--- src/rtl/sdram_seq_pkg.sv ---
package sdram_seq_pkg;

  typedef enum logic [1:0] {
    OP_MODE   = 2'd0,
    OP_OPEN   = 2'd1,
    OP_CLOSE  = 2'd2,
    OP_CLOSEA = 2'd3
  } op_e;

  typedef enum logic [1:0] {
    BK_IDLE  = 2'd0,
    BK_OPEN  = 2'd1,
    BK_CLOSE = 2'd2
  } bank_st_e;

  // {cs_n, ras_n, cas_n, we_n}
  localparam logic [3:0] PIN_NOP  = 4'b0111;
  localparam logic [3:0] PIN_MODE = 4'b0000;
  localparam logic [3:0] PIN_OPEN = 4'b0011;
  localparam logic [3:0] PIN_PRE  = 4'b0010;

  // address bit that widens a close to every bank
  localparam int ALL_BIT = 10;

  function automatic logic [3:0] pins_for(op_e op);
    case (op)
      OP_MODE:  return PIN_MODE;
      OP_OPEN:  return PIN_OPEN;
      default:  return PIN_PRE;
    endcase
  endfunction

  // a bank may be opened (or join a mode load) when idle or when its wait is spent
  function automatic logic bank_free(bank_st_e st, logic wait_spent);
    return (st == BK_IDLE) || (st == BK_CLOSE && wait_spent);
  endfunction

endpackage

--- src/rtl/sdram_bank_track.sv ---
module sdram_bank_track
  import sdram_seq_pkg::*;
#(
  parameter int TRP   = 3,
  parameter int CNT_W = 3
) (
  input  logic     clk,
  input  logic     rst_n,
  input  logic     open_i,
  input  logic     close_i,
  output bank_st_e state_o,
  output logic     free_o,
  output logic     open_o
);

  localparam logic [CNT_W-1:0] WAIT_LOAD = CNT_W'(TRP - 1);

  bank_st_e         st_q;
  logic [CNT_W-1:0] cnt_q;
  logic             spent;

  assign spent = (cnt_q == '0);

  always_ff @(posedge clk) begin
    if (!rst_n) begin
      st_q  <= BK_IDLE;
      cnt_q <= '0;
    end else if (close_i) begin
      st_q  <= BK_CLOSE;
      cnt_q <= WAIT_LOAD;
    end else if (open_i) begin
      st_q  <= BK_OPEN;
    end else if (st_q == BK_CLOSE) begin
      if (spent) st_q <= BK_IDLE;
      else       cnt_q <= cnt_q - 1'b1;
    end
  end

  assign state_o = st_q;
  assign free_o  = bank_free(st_q, spent);
  assign open_o  = (st_q == BK_OPEN);

endmodule

--- src/rtl/sdram_mode_timer.sv ---
module sdram_mode_timer #(
  parameter int TMRD = 2
) (
  input  logic clk,
  input  logic rst_n,
  input  logic start_i,
  output logic busy_o,
  output logic loaded_o
);

  localparam int TW = $clog2(TMRD + 1);

  logic [TW-1:0] cnt_q;
  logic          loaded_q;

  always_ff @(posedge clk) begin
    if (!rst_n) begin
      cnt_q    <= '0;
      loaded_q <= 1'b0;
    end else if (start_i) begin
      cnt_q    <= TW'(TMRD);
      loaded_q <= 1'b1;
    end else if (cnt_q != '0) begin
      cnt_q    <= cnt_q - 1'b1;
    end
  end

  assign busy_o   = (cnt_q != '0);
  assign loaded_o = loaded_q;

endmodule

--- src/rtl/sdram_req_gate.sv ---
module sdram_req_gate
  import sdram_seq_pkg::*;
#(
  parameter int BANK_W = 2,
  parameter int BANKS  = 4
) (
  input  logic              valid_i,
  input  op_e               op_i,
  input  logic [BANK_W-1:0] bank_i,
  input  logic [BANKS-1:0]  free_i,
  input  logic [BANKS-1:0]  open_i,
  input  logic              loaded_i,
  input  logic              mrd_busy_i,
  output logic              ready_o,
  output logic              fire_mode_o,
  output logic              fire_issue_o,
  output logic              fire_err_o,
  output logic [BANKS-1:0]  open_mask_o,
  output logic [BANKS-1:0]  close_mask_o
);

  logic legal, fire, tgt_open, tgt_free;

  assign tgt_open = open_i[bank_i];
  assign tgt_free = free_i[bank_i];

  always_comb begin
    case (op_i)
      OP_MODE: legal = !mrd_busy_i && (&free_i);
      OP_OPEN: legal = !mrd_busy_i && loaded_i && (tgt_free || tgt_open);
      default: legal = !mrd_busy_i;
    endcase
  end

  assign ready_o = legal;
  assign fire    = valid_i && legal;

  assign fire_mode_o  = fire && (op_i == OP_MODE);
  assign fire_err_o   = fire && (op_i == OP_OPEN) && tgt_open;
  assign fire_issue_o = fire && !fire_err_o;

  always_comb begin
    open_mask_o  = '0;
    close_mask_o = '0;
    if (fire && op_i == OP_OPEN && !tgt_open) open_mask_o[bank_i] = 1'b1;
    if (fire && op_i == OP_CLOSE)             close_mask_o[bank_i] = 1'b1;
    if (fire && op_i == OP_CLOSEA)            close_mask_o = '1;
  end

endmodule

--- src/rtl/sdram_pin_drv.sv ---
module sdram_pin_drv
  import sdram_seq_pkg::*;
#(
  parameter int BANK_W = 2,
  parameter int ROW_W  = 12
) (
  input  logic              clk,
  input  logic              rst_n,
  input  logic              issue_i,
  input  logic              err_i,
  input  op_e               op_i,
  input  logic [BANK_W-1:0] bank_i,
  input  logic [ROW_W-1:0]  row_i,
  output logic [3:0]        pins_o,
  output logic [BANK_W-1:0] ba_o,
  output logic [ROW_W-1:0]  addr_o,
  output logic              err_o
);

  logic [ROW_W-1:0] addr_d;

  always_comb begin
    addr_d = row_i;
    if (op_i == OP_CLOSE || op_i == OP_CLOSEA) begin
      addr_d          = '0;
      addr_d[ALL_BIT] = (op_i == OP_CLOSEA);
    end
  end

  always_ff @(posedge clk) begin
    if (!rst_n) begin
      pins_o <= PIN_NOP;
      ba_o   <= '0;
      addr_o <= '0;
      err_o  <= 1'b0;
    end else begin
      err_o <= err_i;
      if (issue_i) begin
        pins_o <= pins_for(op_i);
        ba_o   <= bank_i;
        addr_o <= addr_d;
      end else begin
        pins_o <= PIN_NOP;
        ba_o   <= '0;
        addr_o <= '0;
      end
    end
  end

endmodule

--- src/rtl/sdram_cmd_seq.sv ---
module sdram_cmd_seq
  import sdram_seq_pkg::*;
#(
  parameter int BANK_W = 2,
  parameter int ROW_W  = 12,
  parameter int TRP    = 3,
  parameter int TMRD   = 2
) (
  input  logic              clk,
  input  logic              rst_n,
  input  logic              req_valid,
  input  logic [1:0]        req_op,
  input  logic [BANK_W-1:0] req_bank,
  input  logic [ROW_W-1:0]  req_row,
  output logic              req_ready,
  output logic              sd_cs_n,
  output logic              sd_ras_n,
  output logic              sd_cas_n,
  output logic              sd_we_n,
  output logic [BANK_W-1:0] sd_ba,
  output logic [ROW_W-1:0]  sd_addr,
  output logic              act_err
);

  localparam int BANKS = 1 << BANK_W;
  localparam int CNT_W = $clog2(TRP) + 1;

  op_e              op;
  logic [BANKS-1:0] bank_free_w, bank_open_w, open_mask, close_mask;
  bank_st_e         bank_st [BANKS];
  logic             mrd_busy, mode_loaded;
  logic             fire_mode, fire_issue, fire_err;
  logic [3:0]       pins;

  assign op = op_e'(req_op);

  generate
    for (genvar b = 0; b < BANKS; b++) begin : g_bank
      sdram_bank_track #(.TRP(TRP), .CNT_W(CNT_W)) u_trk (
        .clk     (clk),
        .rst_n   (rst_n),
        .open_i  (open_mask[b]),
        .close_i (close_mask[b]),
        .state_o (bank_st[b]),
        .free_o  (bank_free_w[b]),
        .open_o  (bank_open_w[b])
      );
    end
  endgenerate

  sdram_mode_timer #(.TMRD(TMRD)) u_mrd (
    .clk      (clk),
    .rst_n    (rst_n),
    .start_i  (fire_mode),
    .busy_o   (mrd_busy),
    .loaded_o (mode_loaded)
  );

  sdram_req_gate #(.BANK_W(BANK_W), .BANKS(BANKS)) u_gate (
    .valid_i      (req_valid),
    .op_i         (op),
    .bank_i       (req_bank),
    .free_i       (bank_free_w),
    .open_i       (bank_open_w),
    .loaded_i     (mode_loaded),
    .mrd_busy_i   (mrd_busy),
    .ready_o      (req_ready),
    .fire_mode_o  (fire_mode),
    .fire_issue_o (fire_issue),
    .fire_err_o   (fire_err),
    .open_mask_o  (open_mask),
    .close_mask_o (close_mask)
  );

  sdram_pin_drv #(.BANK_W(BANK_W), .ROW_W(ROW_W)) u_drv (
    .clk     (clk),
    .rst_n   (rst_n),
    .issue_i (fire_issue),
    .err_i   (fire_err),
    .op_i    (op),
    .bank_i  (req_bank),
    .row_i   (req_row),
    .pins_o  (pins),
    .ba_o    (sd_ba),
    .addr_o  (sd_addr),
    .err_o   (act_err)
  );

  assign {sd_cs_n, sd_ras_n, sd_cas_n, sd_we_n} = pins;

endmodule

--- config.mk ---
export PLATFORM = sky130hd
export DESIGN_NAME = sdram_cmd_seq
export DESIGN_NICKNAME = d
export VERILOG_FILES = /design/src/rtl/sdram_seq_pkg.sv /design/src/rtl/sdram_bank_track.sv /design/src/rtl/sdram_mode_timer.sv /design/src/rtl/sdram_req_gate.sv /design/src/rtl/sdram_pin_drv.sv /design/src/rtl/sdram_cmd_seq.sv
export SDC_FILE = /design/constraint.sdc
export NUM_CORES = 1
export LEC_CHECK = 0
export BUFFER_PORTS_ARGS = -buffer_cell sky130_fd_sc_hd__buf_2
export CORE_MARGIN = 2
export CORE_UTILIZATION = 47
export DETAILED_ROUTE_END_ITERATION = 12
export PLACE_DENSITY = 0.74
export SLEW_MARGIN = 20
export SYNTH_ARGS = -nofsm -noshare
export SYNTH_HDL_FRONTEND = slang
export SYNTH_SLANG_ARGS = --single-unit
--- constraint.sdc ---
create_clock -name clk -period 2 [get_ports clk]
set_clock_uncertainty 0.2 [all_clocks]
set_input_delay 0.4 -clock clk [delete_from_list [all_inputs] [get_ports clk]]
set_output_delay 0.4 -clock clk [all_outputs]
set_load 0.03 [all_outputs]
* Word level (Yosys, flattened, before mapping) *
Cells that the tools add are included.

storage, ports and cells
  register bits = 42
  bits in latches = 0
  RAM bits = 0
  ROM bits = 0
  output and inout bits = 20
  word-level logic and storage cells = 186
  memories kept = 0

cells by class
  add/subtract/negate cells = 5
  multiply operators = 0
  divide/modulo/power cells = 0
  order comparisons = 2
  eq/ne operators = 19
  shift-type cells = 0
  multiplexer cells = 46
  bitwise operators = 10
  reductions and logical operators = 80

operators by type and width
  cell                   count
  $mux W2                34
  $reduce_bool A2 Y1     14
  $reduce_and A3 Y1      8
  $reduce_bool A3 Y1     8
  $reduce_and A2 Y1      9
  $logic_and A1 B1 Y1    16
  $eq A2 B2 Y1 const B   6
  $logic_not A3 Y1       4
  $mux W4                3
  $sub A3 B1 Y3 const B  4
  $mux W11               1
  $eq A2 B1 Y1 const B   5
  $logic_not A2 Y1       5
  $not A1 Y1             10
  $reduce_or A2 Y1       5
  $ne A2 B1 Y1 const B   4
  $ne A2 B2 Y1 const B   4
  $logic_or A1 B1 Y1     6
  $bmux W1 S2            2
  $pmux W2 S2            1
  $reduce_and A4 Y1      1
  $logic_not A1 Y1       3
  $lt A2 B3 Y1 const B   1
  $mux W1                3
  other kinds (5)        5

* Longest topological paths before layout *
Gate-level depths: netlist of the first run.

  depth after elaboration = 15
  gate-level depth with buffers = 9

* By module *
From an unflattened synthesis of the first run, not the netlist that was laid out.

unflattened totals
  cells, all modules = 186
  area, all modules = 1,778.0 um2

by module, submodules not included
  module            times used  cells an instance  area each (um2)  sequential area each (um2)
  sdram_bank_track  4           25                 221.5            100.1
  sdram_pin_drv     1           42                 540.5            360.3
  sdram_req_gate    1           36                 254.0            0.0
  sdram_mode_timer  1           8                  97.6             60.1

* Worst setup path before layout of the first run *
Ideal clock, no wire load.

  kind = input to register
  start = in req_bank[0]
  end = reg g_bank[3].u_trk.cnt_q[2]
  library setup time = 122 ps
  arrival time = 1,997 ps
  required time = 1,678 ps
  setup slack = -319 ps
  stages on the path = 7
  cells stage by stage = buf_2 > inv_1 > mux4_2 > a22oi_2 > nand4_4 > and3_1 > o311a_1

between the ends
  word-level cells in the longest chain between the ends = 11

RTL lines
  item                               RTL line                                    source
  start: declaration                 sdram_cmd_seq.sv:13                         input logic [BANK_W-1:0] req_bank,
  $bmux W1 S2 (on tied branches)     sdram_req_gate.sv:25, sdram_req_gate.sv:24
  $mux W1 (on tied branches)         sdram_req_gate.sv:25, sdram_req_gate.sv:24
  $logic_or A1 B1 Y1 *               sdram_req_gate.sv:30                        OP_OPEN: legal = !mrd_busy_i && loaded_i && (tgt_free || tgt_open);
  $logic_and A1 B1 Y1 *              sdram_req_gate.sv:30
  $pmux W1 S2 *                      sdram_req_gate.sv:28                        case (op_i)
  net req_ready                      sdram_cmd_seq.sv:15                         output logic req_ready,
  $logic_and A1 B1 Y1 *              sdram_req_gate.sv:36                        assign fire = valid_i && legal;
  $logic_and A1 B1 Y1 (2 in series)  sdram_req_gate.sv:45                        if (fire && op_i == OP_OPEN && !tgt_open) open_mask_o[bank_i] = 1'b1;
  $mux W4                            sdram_req_gate.sv:45
  $not A1 Y1 (no line)               -
  $reduce_and A3 Y1 (no line)        -
  end signal: assignment             sdram_bank_track.sv:35                      else cnt_q <= cnt_q - 1'b1;
  end: declaration                   sdram_bank_track.sv:19                      logic [CNT_W-1:0] cnt_q;

The timed path passes the listed nets; every way through them passes the cells marked *. The select of a mux whose other input is x is not followed.
A chain may end at the register's enable or synchronous reset.

* Final worst setup path of the first run *
  start = reg g_bank[2].u_trk.cnt_q[2]
  end = reg g_bank[2].u_trk.st_q[0]

between the ends
  word-level cells in the longest chain between the ends = 14

RTL lines
  item                               RTL line                source
  start: declaration                 sdram_bank_track.sv:19
  start signal: assignment           sdram_bank_track.sv:35
  $logic_not A3 Y1 *                 sdram_bank_track.sv:22  assign spent = (cnt_q == '0);
  $logic_and A1 B1 Y1                sdram_seq_pkg.sv:35     return (st == BK_IDLE) || (st == BK_CLOSE && wait_spent);
  $logic_or A1 B1 Y1                 sdram_seq_pkg.sv:35
  $bmux W1 S2                        sdram_req_gate.sv:25    assign tgt_free = free_i[bank_i];
  $mux W1 (not written as such)      sdram_req_gate.sv:25
  $logic_or A1 B1 Y1                 sdram_req_gate.sv:30
  $logic_and A1 B1 Y1                sdram_req_gate.sv:30
  $pmux W1 S2                        sdram_req_gate.sv:28
  $logic_and A1 B1 Y1                sdram_req_gate.sv:36
  $logic_and A1 B1 Y1 (2 in series)  sdram_req_gate.sv:45
  $mux W4                            sdram_req_gate.sv:45
  $reduce_bool A2 Y1 (no line)       -
  $reduce_and A2 Y1 (no line)        -
  end signal: assignment             sdram_bank_track.sv:29  st_q <= BK_CLOSE;
  end signal: assignment             sdram_bank_track.sv:32  st_q <= BK_OPEN;
  end signal: assignment             sdram_bank_track.sv:34  if (spent) st_q <= BK_IDLE;
  end: declaration                   sdram_bank_track.sv:18  bank_st_e st_q;

Mark *: on every way between the ends. The rest lies on a longest branch, timed or not. The select of a mux whose other input is x is not followed.

==> results of run 1 <==
logic make-up after synthesis:
logic type / synth area share
AO/OA/AOI/OAI: 0.163
XOR/XNOR: 0.00524
buffers and inverters: 0.0396
flip-flops: 0.491
multiplexers: 0.0322
other: 0.00224
AND/OR/NAND/NOR: 0.267
per-stage QoR:
step | cell area, um^2 | setup slack [ns] | utilization
after global placement | 2230 | -0.463 | 0.659
after global routing | 2710 | -0.681 | 0.800
after detailed placement | 2230 | -0.586 | 0.659
after floorplan | 1720 | -0.209 | -
after CTS | 2490 | -0.497 | 0.735
final | 2710 | -0.607 | 0.800
path summary, 6_finish.rpt:
check / cells past startpoint / to / startpoint / slack, ns
max: 9 / g_bank[2].u_trk.state_o[0]$_SDFFE_PP0P_ / g_bank[2].u_trk.cnt_q[2]$_SDFFE_PP0P_ / -0.61
max reg2reg: 9 / g_bank[2].u_trk.state_o[0]$_SDFFE_PP0P_ / g_bank[2].u_trk.cnt_q[2]$_SDFFE_PP0P_ / -0.61
min reg2reg: 2 / g_bank[1].u_trk.state_o[1]$_SDFFE_PN0P_ / g_bank[1].u_trk.state_o[1]$_SDFFE_PN0P_ / 0.31
min: 2 / u_drv.addr_o[8]$_SDFF_PP0_ / req_row[8] / 0.04
repair_timing:
action	in CTS	in global routing
hold buffers	0	0
setup endpoints to repair	40	41
resized for setup	28	43
setup buffers	8	5
pin swaps	10	21
gates cloned	0	1
area by class of cell:
type                            count  area, um^2  area share
Inverter                            8        45.0      0.0166
Multi-Input combinational cell    122        1060       0.390
Clock buffer                        5        37.5      0.0139
Timing Repair Buffer               91         646       0.238
Clock inverter                      2        35.0      0.0129
Sequential cell                    41         832       0.307
Tap cell                           46        57.6      0.0212
layer usage:
metal	global-route usage	vias up
met5	0	-
met2	0.482	76
met3	0.0661	27
li1	-	816
met4	0.125	0
met1	0.271	848
report_power, final:
part	switching [W]	total (W)	internal [W]
clock network	0.000270	0.000524	0.000255
logic	0.000188	0.000343	0.000155
registers	0.0000134	0.000856	0.000843
total	0.000471	0.00172	0.00125
registers in the layout, indices dropped and copies added, names as in the netlist:
signal,count
u_drv.ba_o,2
g_bank.u_trk.cnt_q,12
u_drv.err_o,1
u_drv.pins_o,3
g_bank.u_trk.state_o,8
u_mrd.loaded_o,1
u_drv.addr_o,12
u_mrd.cnt_q,2
worst max-delay path, delay by kind of cell (launching register included):
family          cells  cell delay (ns)
compound gates      2             0.56
buf+inv             2             0.26
simple gates        5             1.17
flops               1             0.34
cells in the final DEF (no fill, tap or decap), drive strengths merged:
cell type	instances
nand3	4
or3	3
buf	91
o21ai	5
bufinv	1
nor4	1
o211ai	1
nand3b	1
or2	2
mux2i	2
a32o	1
nand2	13
a21oi	10
o31a	2
conb	1
clkbuf	5
nor2b	6
nand4b	1
xnor2	1
dfxtp	41
nand2b	2
o41ai	2
nor4b	2
o311a	1
mux4	1
and2	13
and3	3
nor3	2
clkinv	2
nor3b	4
mux2	1
inv	7
nor2	18
a31oi	4
nand4	2
o31ai	3
o2111ai	3
o32ai	3
o21a	3
a22oi	1
==> impl_metrics.toml, run 1 <==
[sta]
hold_ws_ns = 0.0384
worst_pin_slew_ns = 0.501
period_share = 1.30
period_needed_ns = 2.61
fin_setup_tns_ns = -16.76
maxSlewHeadroom = 0.664
fmax_mhz = 384
final-setup-viol-count = 41
rsz0062_at_grt = "true"
worst_slack_ns = -0.607
drv_slew = 0
final-hold-violation-count = 0

[drt]
vias = 1767
drc = 0
viasPerCell = 5.61
drt_pre_antenna_iters = 4
drt.antenna.violating_nets = 0
routedWlPerCell_um = 18.1
met2WireLength_mm = 3.05
finalWirelength_mm = 5.69
routed.top_layer = "met4"
wl_met3_um = 279
drt-met1-wl_mm = 2.12
drtIter0Drc = 106

[clock_tree]
numClockSinks = 41
tritoncts = "done"
cts-root-buf = "clkbuf_4"
cts.clk_slew.worst_paths_ns = 0.11
numCtsBuffers = 5
clk_path_buf_depth = 2
insertion_delay_ns = 0.36
htreeDepth = 2

[min_path]
hp-class = "input port to flip-flop"

[worst_setup_path]
cp_slowest_cell = "or3_4"
crit_chain = "o31a_1 > nor4b_4 > nand4_1 > nand4_4 > buf_6 > nand3_4 > buf_6 > or3_4 > o32ai_2"
crit_required_ns = 2.07
path_max_fanout = 3
path_class = "flip-flop to flip-flop"
setup.worst_path.start_class = "flip-flop"
worst_ep_arrival_time_ns = 2.67
path_common_cell = "buf_6"
cpPeakStageDelay_ns = 0.37
worst_setup_path_end_kind = "flip-flop"

[power]
finalPower_w = 0.00172
vdd.ir_drop.worst_uv = 444
powerDensity_nw_per_um2 = 636
p_leak_nw = 1.15

[finish]
area_delta_synth_final_pct = 62.0
antennaDiodeCount = 0
drive_above_1_share = 0.587
layout.cells.non_filler = 315
fillers = 204
nets = 288

[yosys]
synth-async-reset-ratio = 0
yosysTopAreaCell = "dfxtp_1"
synth_seq_cells = 41
synth-seq-area-share = 0.491
syn_nets = 197
synth_area_leaders = "dfxtp_1 49%, and2_1 4.9%, nor2_1 4.0%"
synth_edf_count = 0
syn-cell-area_um2 = 1670
ys_warn_count = 0
synth_top_area_frac = 0.491
synthCells = 178
synth.distinct_cells = 46
yosys-top-cells-count = "41 x dfxtp_1, 18 x nor2_1, 13 x and2_1, 13 x nand2_1, 10 x a21oi_1"
synthFlopType = "dfxtp_1"
synth.avg_cell_area_um2 = 9.40
synth_most_common_cell = "dfxtp_1"

[grt]
grt_pass1_vias = 1817
grt-ovfl-total = 0
antenna_found_initial = 0
grt_usage = 0.260
grt_max_degree = 13
grt_pass1_wl_mm = 8.12

[place]
portBuffers = 37
hpwlAfterDp_mm = 3.06
place_inst = 295
place.gp.congestion = 0.835

[status]
violations = "setup timing"
status = "finished with violations"

[die]
rows = 21
die_area_um2 = 4050
initial_core_util = 0.494
die_x_um = 63.7
die_h_um = 63.7
io-pin-count = 39
core_area_um2 = 3390

[flow_run]
cap_violations = 0
Note: power is estimated with default switching activity, not from simulation.
==> run 2: changes to the inputs <==
BUFFER_PORTS_ARGS = -buffer_cell sky130_fd_sc_hd__buf_4   (was -buffer_cell sky130_fd_sc_hd__buf_2)
CORE_MARGIN = 1   (was 2)
==> impl_metrics.toml, run 2 (synthesis gave the netlist of run 1 again) <==
[status]
status = "finished with violations"
violations = "setup timing"

[die]
io-pin-count = 39
rows = 21
die_h_um = 61.7
core_area_um2 = 3360
die_area_um2 = 3800
initial_core_util = 0.497
die_x_um = 61.7

[grt]
grt_max_degree = 13
grt_pass1_vias = 1625
grt_pass1_wl_mm = 7.35
grt-ovfl-total = 0
antenna_found_initial = 0
grt_usage = 0.272

[worst_setup_path]
cpPeakStageDelay_ns = 0.37
setup.worst_path.start_class = "flip-flop"
ff2ff_path_depth = 9
regToRegSetupSlack_ns = -0.59
crit_required_ns = 2.07
worst_ep_arrival_time_ns = 2.66
reg2reg_from = "g_bank[3].u_trk.cnt_q[2]$_SDFFE_PP0P_"
crit_chain = "o31a_1 > o32ai_1 > nand3_1 > nand4_4 > buf_6 > nand3_4 > buf_6 > or3_4 > o32ai_2"
crit_family = "compound AO/OA/AOI/OAI gates"
critical_path_buf_inv_count = 2
path_max_fanout = 4
path_class = "flip-flop to flip-flop"
r2r_end = "g_bank[2].u_trk.state_o[0]$_SDFFE_PP0P_"
cp_slowest_cell = "dfxtp_1"
worst_setup_path_end_kind = "flip-flop"
path_common_cell = "buf_6"

[place]
place.gp.congestion = 0.870
portBuffers = 37
hpwlAfterDp_mm = 3.20
pre_cts_ws_ns = -0.563
dpl_cell_area_um2 = 2330
place_inst = 295

[drt]
routedWlPerCell_um = 17.5
finalWirelength_mm = 5.56
viasPerCell = 5.49
drc = 0
drt.antenna.violating_nets = 0
drt_pre_antenna_iters = 4
drtIter0Drc = 73
vias = 1741

[finish]
final_common_cell = "buf_4"
fillers = 199
layout.cells.non_filler = 317
layout_common_cells = "80 x buf_4, 31 x dfxtp_1, 13 x nor2_1, 13 x buf_6, 12 x and2_1"
nets = 290
antennaDiodeCount = 0
finish.instance_area_um2 = 2790
drive_above_1_share = 0.583
area_delta_synth_final_pct = 66.7

[power]
vdd.ir_drop.worst_uv = 464
finalPower_w = 0.00174
powerDensity_nw_per_um2 = 625
p_leak_nw = 1.16

[clock_tree]
tritoncts = "done"
numClockSinks = 41
cts.clk_slew.worst_paths_ns = 0.13
htreeDepth = 2
clk_path_buf_depth = 2
insertion_delay_ns = 0.36
cts-root-buf = "clkbuf_4"
numCtsBuffers = 5

[sta]
drv_slew = 0
final-setup-viol-count = 41
final-hold-violation-count = 0
hold_ws_ns = 0.0355
worst_slack_ns = -0.592
fmax_mhz = 386
rsz0062_at_grt = "true"
period_share = 1.30
period_needed_ns = 2.59

[flow_run]
cap_violations = 0

[min_path]
hold_end = "u_drv.addr_o[9]$_SDFF_PP0_"
min_from = "req_row[9]"
hp-class = "input port to flip-flop"
holdPathStages = 2
run 2: changes by cell type in the layout (fill, tap and decap cells not counted), sizes merged:
cell | before | now
buf | 91 | 93
run 2: final cells by class:
cell class,count,area [um^2],area share
multi-input cells,122,1030,0.371
flip-flops and latches,41,833,0.299
repair buffers,93,747,0.268
well taps,46,57.6,0.0206
inverters,8,45.0,0.0162
clock buffers,5,37.5,0.0135
clock inverters,2,35.0,0.0126
run 2: stage by stage:
stage / util / setup TNS, ns
2_1_floorplan: - / -4.50
3_3_place_gp: 0.692 / -11.25
3_5_place_dp: 0.692 / -13.80
4_1_cts: 0.783 / -10.53
5_1_grt: 0.829 / -17.18
6_report: 0.829 / -15.44
run 2: power breakdown:
part	internal, W	switching (W)	total [W]
Combinational	0.000173	0.000186	0.000359
Sequential	0.000843	0.0000135	0.000856
Clock	0.000255	0.000273	0.000528
run 2: worst max-delay path by stage:
stage,depth (start not counted),from,to
2_1_floorplan,7,g_bank[2].u_trk.cnt_q[0]$_SDFFE_PP0P_,g_bank[1].u_trk.state_o[0]$_SDFFE_PP0P_
3_3_place_gp,7,g_bank[3].u_trk.cnt_q[2]$_SDFFE_PP0P_,u_drv.addr_o[4]$_SDFF_PP0_
3_5_place_dp,7,g_bank[3].u_trk.cnt_q[2]$_SDFFE_PP0P_,u_drv.addr_o[6]$_SDFF_PP0_
4_1_cts,6,g_bank[0].u_trk.state_o[0]$_SDFFE_PP0P_,req_ready
5_1_grt,6,g_bank[2].u_trk.state_o[0]$_SDFFE_PP0P_,req_ready
6_report,9,g_bank[3].u_trk.cnt_q[2]$_SDFFE_PP0P_,g_bank[2].u_trk.state_o[0]$_SDFFE_PP0P_
run 2: routing by layer:
| layer | track usage | share of wire |
|---|---|---|
| met5 | 0 | 0 |
| met4 | 0.175 | 0.042 |
| met3 | 0.0504 | 0.049 |
| met2 | 0.469 | 0.52 |
| met1 | 0.306 | 0.39 |
run 2: timing repair:
| action | in CTS | in global routing |
|---|---|---|
| pin swaps | 11 | 12 |
| setup endpoints to repair | 39 | 41 |
| resized for setup | 32 | 33 |
| buffers inserted | 12 | 3 |
| hold buffers | 0 | 0 |
==> run 3: changes to the inputs <==
CORE_ASPECT_RATIO = 2   (was default)
==> impl_metrics.toml, run 3 (synthesis gave the netlist of run 1 again) <==
[drt]
drt.antenna.violating_nets = 0
drt_pre_antenna_iters = 6
viasPerCell = 5.82
drc = 0
drtIter0Drc = 48
finalWirelength_mm = 5.56
routedWlPerCell_um = 18.5
vias = 1751

[flow_run]
cap_violations = 0

[worst_setup_path]
critical_path_buf_inv_count = 2
path_common_cell = "buf_6"
crit_family = "multiplexers"
setup.worst_path.start_class = "flip-flop"
cp_slowest_cell = "mux4_2"
crit_chain = "nor2b_1 > mux4_2 > a22oi_2 > nand4_4 > buf_6 > buf_6"
regToRegSetupSlack_ns = -0.44
path_class = "flip-flop to primary output"
worst_setup_path_end_kind = "primary output"
cpPeakStageDelay_ns = 0.49
path_max_fanout = 3
worst_ep_arrival_time_ns = 1.90
crit_required_ns = 1.40

[place]
place_inst = 276
dpl_cell_area_um2 = 2270
hpwlAfterDp_mm = 3.47
pre_cts_ws_ns = -0.626
portBuffers = 37
place.gp.congestion = 0.864

[clock_tree]
insertion_delay_ns = 0.30
cts.clk_slew.worst_paths_ns = 0.08
clk_path_buf_depth = 2
cts_hold_buf = 0
htreeDepth = 2
numClockSinks = 41
numCtsBuffers = 5
cts-root-buf = "clkbuf_8"
tritoncts = "done"

[die]
rows = 30
initial_core_util = 0.495
core_area_um2 = 3380
die_h_um = 86.4
die_area_um2 = 3820
die_x_um = 44.2
io-pin-count = 39

[power]
power.switching_w = 0.000475
internal_power_w = 0.00125
clkPwrFrac = 0.303
pwr-share-comb = 0.200
sw_frac_of_total = 0.275
finalPower_w = 0.00172
p_leak_nw = 1.15
vdd.ir_drop.worst_uv = 531
p_seq_frac = 0.497
powerDensity_nw_per_um2 = 626

[sta]
fmax_mhz = 401
rsz0062_at_grt = "true"
final-setup-viol-count = 41
drv_slew = 0
period_needed_ns = 2.50
period_share = 1.25
final-hold-violation-count = 0
worst_slack_ns = -0.496

[finish]
antennaDiodeCount = 0
final_common_cell = "buf_4"
layout.cells.non_filler = 301
finish.instance_area_um2 = 2750
layout_common_cells = "78 x buf_4, 31 x dfxtp_1, 13 x nor2_1"
nets = 287
drive_above_1_share = 0.580
area_delta_synth_final_pct = 64.5
fillers = 193

[grt]
grt_pass1_wl_mm = 7.89
busiest_layer = "met2"
grt_usage = 0.285
use_met1 = 0.273
grt-ovfl-total = 0
grt.met3_usage = 0.0583
grt_pass1_vias = 1780
antenna_found_initial = 0
grt_use_met2 = 0.504
grt_max_degree = 13

[status]
violations = "setup timing"
status = "finished with violations"

[min_path]
hp-class = "input port to flip-flop"
[run 3: final cells by class]
type                            instances  area (um^2)  area share
Timing Repair Buffer                   90          721       0.262
Sequential cell                        41          836       0.304
Inverter                                8         45.0      0.0164
Tap cell                               32         40.0      0.0145
Clock inverter                          2         10.0     0.00364
Multi-Input combinational cell        122         1030       0.374
Clock buffer                            6         72.6      0.0264
[run 3: through the flow]
stage               utilization  hold slack, ns  setup TNS [ns]
floorplan                     -           0.214           -4.50
global placement          0.672           0.248          -12.58
detailed placement        0.672           0.262          -15.50
CTS                       0.769          0.0944          -10.36
global route              0.815          0.0979          -17.58
finish                    0.815          0.0959          -13.84
[run 3: power groups by stage]
stage | combinational, W | clock, W | sequential [W]
finish | 0.000344 | 0.000523 | 0.000857
global route | 0.000359 | 0.000565 | 0.000859
detailed placement | 0.000248 | 0 | 0.000874
floorplan | 0.000108 | 0 | 0.000899
CTS | 0.000304 | 0.000531 | 0.000853
global placement | 0.000241 | 0 | 0.000872
[run 3: timing repair]
action / 4_1_cts / 5_1_grt
cloned: 1 / 0
pin swaps: 10 / 8
buffers inserted: 11 / 5
gates resized for setup: 34 / 32
setup endpoints to repair: 40 / 41
[run 3: final timing paths]
check,start,end,cells after the start
worst max-delay path,g_bank[2].u_trk.state_o[0]$_SDFFE_PP0P_,req_ready,6
worst min-delay path,req_row[6],u_drv.addr_o[6]$_SDFF_PP0_,2
worst max register to register,g_bank[2].u_trk.cnt_q[2]$_SDFFE_PP0P_,g_bank[1].u_trk.state_o[0]$_SDFFE_PP0P_,9
worst min register to register,g_bank[1].u_trk.cnt_q[2]$_SDFFE_PP0P_,g_bank[1].u_trk.cnt_q[2]$_SDFFE_PP0P_,2
[run 3: metal layers]
| metal | up-vias | share of wire |
|---|---|---|
| li1 | 805 | - |
| met1 | 843 | 0.36 |
| met2 | 75 | 0.55 |
| met3 | 28 | 0.044 |
| met4 | 0 | 0.051 |
| met5 | - | 0 |
